<file path="src/rtl/dsq_pkg.sv">
package dsq_pkg;

  // Branch kinds decoded upstream. Codes 6 and 7 are treated as non-branch.
  typedef enum logic [2:0] {
    BK_NONE     = 3'd0,
    BK_REL      = 3'd1,
    BK_REL_LINK = 3'd2,
    BK_REG      = 3'd3,
    BK_REG_LINK = 3'd4,
    BK_CMPF     = 3'd5
  } br_kind_e;

  // Relation evaluated as (imm REL value) by the compare-branch.
  typedef enum logic [1:0] {
    CR_EQ  = 2'd0,
    CR_SLT = 2'd1,
    CR_ULT = 2'd2,
    CR_SLE = 2'd3
  } cmp_rel_e;

  function automatic logic kind_is_branch(input logic [2:0] k);
    return (k >= 3'd1) && (k <= 3'd5);
  endfunction

  function automatic logic kind_is_reg(input logic [2:0] k);
    return (k == BK_REG) || (k == BK_REG_LINK);
  endfunction

endpackage

</file>
<file path="src/rtl/dsq_rst_sync.sv">
module dsq_rst_sync #(
  parameter int STAGES = 2
) (
  input  logic clk,
  input  logic rst_n,
  output logic rst_sync_n
);
  logic [STAGES-1:0] sync_q;

  always_ff @(posedge clk or negedge rst_n) begin
    if (!rst_n) sync_q <= '0;
    else        sync_q <= {sync_q[STAGES-2:0], 1'b1};
  end

  assign rst_sync_n = sync_q[STAGES-1];
endmodule

</file>
<file path="src/rtl/dsq_cmp_eval.sv">
module dsq_cmp_eval #(
  parameter int XLEN = 32
) (
  input  logic [1:0]      rel,
  input  logic [XLEN-1:0] imm,
  input  logic [XLEN-1:0] value,
  output logic            rel_true
);
  import dsq_pkg::*;

  logic eq, slt, ult;

  always_comb begin
    eq  = (imm == value);
    slt = ($signed(imm) < $signed(value));
    ult = (imm < value);
    case (cmp_rel_e'(rel))
      CR_EQ:   rel_true = eq;
      CR_SLT:  rel_true = slt;
      CR_ULT:  rel_true = ult;
      default: rel_true = slt | eq;
    endcase
  end
endmodule

</file>
<file path="src/rtl/dsq_target_gen.sv">
module dsq_target_gen #(
  parameter int XLEN       = 32,
  parameter int IDX_W      = 5,
  parameter int ALIGN_BITS = 2
) (
  input  logic [2:0]      kind,
  input  logic [XLEN-1:0] pc,
  input  logic [XLEN-1:0] disp,
  input  logic [IDX_W-1:0] rs_idx,
  input  logic [XLEN-1:0] rs_val,
  output logic [XLEN-1:0] base_val,
  output logic [XLEN-1:0] target
);
  import dsq_pkg::*;

  logic [XLEN-1:0] raw;

  // Register zero always reads as zero.
  assign base_val = (rs_idx == '0) ? '0 : rs_val;

  always_comb begin
    if (kind_is_reg(kind)) raw = base_val + disp;
    else                   raw = pc + disp;
  end

  generate
    if (ALIGN_BITS > 0) begin : g_align
      assign target = {raw[XLEN-1:ALIGN_BITS], {ALIGN_BITS{1'b0}}};
    end else begin : g_noalign
      assign target = raw;
    end
  endgenerate
endmodule

</file>
<file path="src/rtl/dsq_link_gen.sv">
module dsq_link_gen #(
  parameter int XLEN      = 32,
  parameter int IDX_W     = 5,
  parameter int LINK_NEAR = 2,
  parameter int LINK_FAR  = 31,
  parameter int RET_OFS   = 8
) (
  input  logic [2:0]       kind,
  input  logic             active,
  input  logic [XLEN-1:0]  pc,
  output logic             we,
  output logic [IDX_W-1:0] idx,
  output logic [XLEN-1:0]  data
);
  import dsq_pkg::*;

  // A link aimed at register zero would be discarded, so it is never raised.
  localparam bit NEAR_EN = (LINK_NEAR != 0);
  localparam bit FAR_EN  = (LINK_FAR != 0);

  logic near_hit, far_hit;

  always_comb begin
    near_hit = active && (kind == BK_REL_LINK) && NEAR_EN;
    far_hit  = active && (kind == BK_REG_LINK) && FAR_EN;
    we       = near_hit || far_hit;
    idx      = far_hit ? IDX_W'(LINK_FAR) : IDX_W'(LINK_NEAR);
    data     = pc + XLEN'(RET_OFS);
  end
endmodule

</file>
<file path="src/rtl/dsq_fetch_seq.sv">
module dsq_fetch_seq #(
  parameter int              XLEN        = 32,
  parameter int              REG_IDX_W   = 5,
  parameter int              INSTR_BYTES = 4,
  parameter logic [XLEN-1:0] RESET_VEC   = 32'h0000_1000,
  parameter int              LINK_NEAR   = 2,
  parameter int              LINK_FAR    = 31,
  parameter int              RST_STAGES  = 2
) (
  input  logic                 clk,
  input  logic                 rst_n,
  input  logic [2:0]           br_kind,
  input  logic [1:0]           br_rel,
  input  logic [REG_IDX_W-1:0] br_rs_idx,
  input  logic [XLEN-1:0]      br_rs_val,
  input  logic [XLEN-1:0]      br_imm,
  input  logic [XLEN-1:0]      br_disp,
  output logic [XLEN-1:0]      fetch_addr,
  output logic                 in_slot,
  output logic                 lnk_we,
  output logic [REG_IDX_W-1:0] lnk_idx,
  output logic [XLEN-1:0]      lnk_data,
  output logic                 slot_err
);
  import dsq_pkg::*;

  localparam int ALIGN_BITS = $clog2(INSTR_BYTES);
  localparam int RET_OFS    = 2 * INSTR_BYTES;
  localparam logic [XLEN-1:0] STEP = XLEN'(INSTR_BYTES);

  logic            rst_sync_n;
  logic [XLEN-1:0] pc_q, pc_d;
  logic            pend_q, pend_d;
  logic [XLEN-1:0] tgt_q, tgt_d;
  logic            tgt_en;
  logic            is_br, br_act, rel_true, take_br;
  logic [XLEN-1:0] base_val, target;

  dsq_rst_sync #(.STAGES(RST_STAGES)) u_rst (
    .clk        (clk),
    .rst_n      (rst_n),
    .rst_sync_n (rst_sync_n)
  );

  dsq_target_gen #(.XLEN(XLEN), .IDX_W(REG_IDX_W), .ALIGN_BITS(ALIGN_BITS)) u_tgt (
    .kind     (br_kind),
    .pc       (pc_q),
    .disp     (br_disp),
    .rs_idx   (br_rs_idx),
    .rs_val   (br_rs_val),
    .base_val (base_val),
    .target   (target)
  );

  dsq_cmp_eval #(.XLEN(XLEN)) u_cmp (
    .rel      (br_rel),
    .imm      (br_imm),
    .value    (base_val),
    .rel_true (rel_true)
  );

  dsq_link_gen #(
    .XLEN(XLEN), .IDX_W(REG_IDX_W), .LINK_NEAR(LINK_NEAR),
    .LINK_FAR(LINK_FAR), .RET_OFS(RET_OFS)
  ) u_lnk (
    .kind   (br_kind),
    .active (br_act),
    .pc     (pc_q),
    .we     (lnk_we),
    .idx    (lnk_idx),
    .data   (lnk_data)
  );

  // Branch resolution: a branch inside a slot is flagged and never acts.
  always_comb begin
    is_br    = kind_is_branch(br_kind);
    br_act   = is_br && !pend_q;
    slot_err = is_br && pend_q;
    take_br  = br_act && ((br_kind != BK_CMPF) || !rel_true);
  end

  // Next-state: the slot always follows sequentially; the target comes after it.
  always_comb begin
    pc_d   = pend_q ? tgt_q : (pc_q + STEP);
    pend_d = take_br;
    tgt_en = take_br;
    tgt_d  = target;
  end

  always_ff @(posedge clk or negedge rst_sync_n) begin
    if (!rst_sync_n) begin
      pc_q   <= RESET_VEC;
      pend_q <= 1'b0;
    end else begin
      pc_q   <= pc_d;
      pend_q <= pend_d;
    end
  end

  always_ff @(posedge clk or negedge rst_sync_n) begin
    if (!rst_sync_n)  tgt_q <= '0;
    else if (tgt_en)  tgt_q <= tgt_d;
  end

  assign fetch_addr = pc_q;
  assign in_slot    = pend_q;
endmodule

</file>
<file path="config.mk">
export PLATFORM = sky130hd
export DESIGN_NAME = dsq_fetch_seq
export DESIGN_NICKNAME = d
export VERILOG_FILES = /design/src/rtl/dsq_pkg.sv /design/src/rtl/dsq_rst_sync.sv /design/src/rtl/dsq_cmp_eval.sv /design/src/rtl/dsq_target_gen.sv /design/src/rtl/dsq_link_gen.sv /design/src/rtl/dsq_fetch_seq.sv
export SDC_FILE = /design/constraint.sdc
export NUM_CORES = 1
export LEC_CHECK = 0
export ABC_AREA = 1
export BUFFER_PORTS_ARGS = -buffer_cell sky130_fd_sc_hd__buf_2
export CAP_MARGIN = 20
export CORE_UTILIZATION = 45
export CTS_CLUSTER_SIZE = 25
export DETAILED_ROUTE_END_ITERATION = 12
export PLACE_DENSITY = 0.7
export SYNTH_ARGS = -nofsm -noshare
export SYNTH_HDL_FRONTEND = slang
export SYNTH_SLANG_ARGS = --single-unit
</file>
<file path="constraint.sdc">
create_clock -name clk -period 5.83 [get_ports clk]
set_input_delay 0.583 -clock clk [delete_from_list [all_inputs] [get_ports clk]]
set_output_delay 0.583 -clock clk [all_outputs]
set_load 0.005 [all_outputs]
</file>
After elaboration in Yosys (flattened, before gate mapping)

Cells that the tools add are included.
W data, S select, Z words.

Bits in registers: 65
Bits in latches: 0
Memory bits (writable): 0
Memory bits (read-only): 0
Input port bits: 108
Output and inout bits: 72
Logic and storage cells: 38
Memories: 0

$add $sub $neg: 4
Multipliers: 0
Div/mod/pow operators: 0
$lt $le $gt $ge: 4
Eq/ne operators: 7
Shift operators: 0
Mux-type cells: 5
Bitwise operators: 1
Reductions and logical operators: 13

Operators by type and width:

| operator                | number |
|---|---|
| $mux W32                | 3 |
| $add A32 B32 Y32        | 2 |
| $lt A32 B32 Y1          | 2 |
| $add A32 B3 Y32 const B | 1 |
| $add A32 B4 Y32 const B | 1 |
| $eq A32 B32 Y1          | 1 |
| $eq A3 B2 Y1 const B    | 2 |
| $logic_and A1 B1 Y1     | 6 |
| $logic_not A5 Y1        | 1 |
| $mux W5                 | 1 |
| $eq A3 B3 Y1 const B    | 1 |
| $ge A3 B1 Y1 const B    | 1 |
| $le A3 B3 Y1 const B    | 1 |
| $logic_or A1 B1 Y1      | 3 |
| $ne A3 B3 Y1 const B    | 1 |
| $pmux W1 S3             | 1 |
| $eq A2 B1 Y1 const B    | 1 |
| $eq A2 B2 Y1 const B    | 1 |
| $logic_not A1 Y1        | 2 |
| $logic_not A2 Y1        | 1 |
| $or A1 B1 Y1            | 1 |

Depth between registers and ports, before layout

Depth after elaboration: 8
Depth in mapped cells: 23
Gate-level depth less buffers: 22

Modules after synthesis

From an unflattened synthesis, not the netlist that was laid out.

Cell total of the unflattened synthesis: 1290
Area, all modules: 7759.9 µm²

By module, submodules not included:

| module         | times used | cells each | area each (µm²) |
|---|---|---|---|
| dsq_fetch_seq  | 1          | 454        | 3331.9 |
| dsq_target_gen | 1          | 502        | 2548.7 |
| dsq_cmp_eval   | 1          | 158        | 950.9 |
| dsq_link_gen   | 1          | 173        | 874.6 |
| dsq_rst_sync   | 1          | 3          | 53.8 |

Worst setup path before layout

OpenSTA, ideal clock, no wires.

Kind: input -> register
Start: input br_kind[1]
End: register tgt_q[29]
Setup time: 117 ps
Arrival time: 2883 ps
Required time: 5713 ps
Path slack: 2830 ps
Cell stages on the path: 19
Path through: inv_1 > nor2_1 > nand2_1 > nand2_1 > inv_1 > clkbuf_1 > buf_1 > nand2_1 > o21ai_0 > ha_1 > a21o_1 > a21oi_1 > a21boi_0 > o21a_1 > nand2_1 > nand2_1 > nand2_1 > nand3_1 > nand2_1

Word-level cells in the longest chain between the ends: 4

RTL lines:

| item                                         | line                 | source |
|---|---|---|
| start, declared                              | dsq_fetch_seq.sv:12  | `input logic [2:0] br_kind,` |
| $ge A3 B1 Y1 or $le A3 B3 Y1 (tied branches) | dsq_pkg.sv:22        | `return (k >= 3'd1) && (k <= 3'd5);` |
| $logic_and A1 B1 Y1                          | dsq_pkg.sv:22        |  |
| $logic_and A1 B1 Y1                          | dsq_fetch_seq.sv:77  | `br_act = is_br && !pend_q;` |
| $logic_and A1 B1 Y1                          | dsq_fetch_seq.sv:79  | `take_br = br_act && ((br_kind != BK_CMPF) \|\| !rel_true);` |
| end signal, assigned                         | dsq_fetch_seq.sv:102 | `else if (tgt_en) tgt_q <= tgt_d;` |
| end, declared                                | dsq_fetch_seq.sv:34  | `logic [XLEN-1:0] tgt_q, tgt_d;` |

Several ways; a longest one is shown, not always the timed one.
A chain may end at the register's enable or synchronous reset.

Worst setup path in the final report

Start: input br_kind[0]
End: register tgt_q[29]

Same word-level chain as after synthesis.

==> results.ini <==
[status]
status=completed

[placed_design]
port_buffers=174
place.gp.congestion=0.997
place_hpwl_mm=19.6
dp_slack_ns=1.83

[sta]
setup_viol=0
slew_violations=0
setup_ws_ns=2.04
hold_violations=0
tns_ns=0
relSlewSlack_pct=44.6
rsz0062_at_grt=no
fmax_mhz=264
period_needed_ns=3.79
fin_worst_skew_ns=0.00903
max_slew.worst_pin.slew_ns=0.830
finalCritPeriodShare_pct=65.0

[die]
dieHeight_um=126
core-area_um2=14800
die_x_um=126
io_pins=180
die-area_um2=15900
initial_core_util_pct=47.0
rows=44

[clock_tree]
cts_tree=done
cts-root-buf=clkbuf_16
holdBufCountCts=0
postCtsSetupBuffers=0
clock_latency_ns=0.34
htree_levels=3
cts.repair.resized=0
clkTransAtPathRegs_ns=0.05
cts_sinks=63
cts.path.max_buffers=2
cts_inserted_buffers=9

[logic_synthesis]
synth_common_cells=nand2_1, nor2_1, inv_1, nand3_1, ha_1
avgSynthCellArea_um2=6.45
synth_seq_area_share_pct=22.8
synth_top_area_cell=dfrtp_1
synth_ff_type=dfrtp_1
netlist.area_leader.share_pct=22.4
netlist_instances=1074
yosysWarningCount=0
syn-cell-area_um2=6930
ys_seq_elements=63
synth_cell_types=44
yosysMostFrequentCell=nand2_1
synth-edff-count=0
synthArstFlopShare_pct=100
ys_top_cells_by_area=dfrtp_1, nand2_1, ha_1

[power]
p_leak_nw=4.35
swShare_pct=50.1
seqPwrFrac_pct=28.5
p_int_mw=1.71
comb_power_share_pct=57.0
max-vdd-ir-drop_v=0.000162
p_sw_mw=1.72
powerDensity_nw_per_um2=420
clkPwrFrac_pct=14.5

[global_route]
grt_pass1_wl_mm=37.1
grt_util_all_layers_pct=30.1
antenna_found_initial=1
first_global_vias=7134
grt_remaining_overflow=0
grt_start_max_net_pins=62

[route]
firstDrtPassIters=5
wire_per_inst_um=16.7
drtIter0Drc=681
vias=7686
drc=0
wl_mm=23.7
final_antenna_net_count=0
vias_per_cell=5.40

[setup_path]
crit_path_start=br_kind[0]
worstPathMaxFanout=35
worstPathRequired_ns=6.05
r2r_start=fetch_addr[14]
critPathKind=primary input to flop
cp-end-kind=flop
worstPathArrival_ns=4.01
critPathLaunchType=primary input

[finish]
fill_cells=1582
num-nets-final=1406
final_util_pct=55.3
area_growth_pct=17.7
layout-drive-gt1-share_pct=20.9

[flow_run]
cap_violations=0

[min_path]
holdCritPathClass=primary input to asynchronous set/reset pin

path summary, 6_finish.rpt:
| check | end | slack [ns] | cells past startpoint |
|---|---|---|---|
| worst max-delay path | tgt_q[29] | 2.04 | 19 |
| worst min register to register | u_rst.sync_q[1] | 0.35 | 0 |
| worst max register to register | tgt_q[29] | 3.18 | 13 |
| max in group asynchronous | tgt_q[3] | 4.84 | 1 |
| min in group clk | u_rst.sync_q[1] | 0.35 | 0 |
| worst min-delay path | u_rst.sync_q[1] | 0.02 | 1 |
placed cells by master (no fill, tap or decap), types with 9 or more instances in the layout:
| master | instances |
|---|---|
| nand2_1 | 323 |
| buf_2 | 174 |
| nor2_1 | 98 |
| inv_1 | 92 |
| nand3_1 | 68 |
| ha_1 | 64 |
| o21ai_0 | 62 |
| dfrtp_1 | 61 |
| a21oi_1 | 57 |
| xor2_1 | 49 |
| nand2_2 | 36 |
| nor3_1 | 15 |
| o21ai_1 | 15 |
| inv_2 | 14 |
| xnor2_1 | 13 |
| a31oi_1 | 9 |
| clkbuf_16 | 9 |
registers in the layout (all words and copies together), names as in the netlist:
register / cells
fetch_addr: 30
in_slot: 1
tgt_q: 30
u_rst.sync_q: 2
kinds of logic after synthesis:
kind of cell,count (synthesis),synth area share (%)
AOI/OAI and AO/OA,167,13.1
buffers and inverters,141,8.96
and+or+nand+nor,575,35.6
DFF,63,22.8
xor gates and xnor gates,62,7.84
other,2,0.108
adders and majority gates,64,11.6
cell type report:
cell class	count	area, µm²	share of cell area, %
multi-input combinational	874	4750	58.2
timing repair buffer	180	923	11.3
inverter	106	398	4.88
clock buffer	15	268	3.28
antenna	1	2.50	0.0307
sequential	63	1580	19.4
tap	184	230	2.82
clock inverter	1	5.00	0.0614
worst max-delay path, stage by stage:
cell and delay (ns):
buf_2 0.14, nor2_1 0.05, nand2_1 0.08, nand2_1 0.05, inv_1 0.59, buf_4 0.48
nand2_1 0.08, o21ai_0 0.15, ha_1 0.36, inv_1 0.12, o21ai_0 0.11, a21oi_1 0.23
a21boi_0 0.44, o21a_1 0.19, nand2_1 0.05, nand2_1 0.06, nand2_1 0.07, nand3_1 0.08
nand2_1 0.05
per-stage QoR:
step	area (µm²)	cells	total power [mW]	hold slack (ns)
floorplan	6940	1078	2.16	0.287
finish	8150	1424	3.43	0.0177
global placement	7860	1406	2.88	0.338
detailed placement	7880	1407	2.88	0.340
global route	8150	1424	3.70	0.0134
CTS	8150	1423	3.39	0.0147
power groups by stage:
stage	registers [mW]	logic (mW)	clock network, mW
after floorplan	0.865	1.29	0
after global placement	0.970	1.91	0
after detailed placement	0.969	1.91	0
after CTS	0.964	1.92	0.500
after global routing	1.01	2.18	0.519
final	0.979	1.95	0.497
per-layer routing:
| metal | GRT usage [%] | up-vias | share of wire [%] |
|---|---|---|---|
| met4 | 11.0 | 0 | 3.3 |
| li1 | - | 3822 | - |
| met1 | 43.2 | 3451 | 47 |
| met2 | 45.3 | 355 | 42 |
| met5 | 0 | - | 0 |
| met3 | 4.97 | 58 | 8.0 |
(Power assumes the default switching activity.)
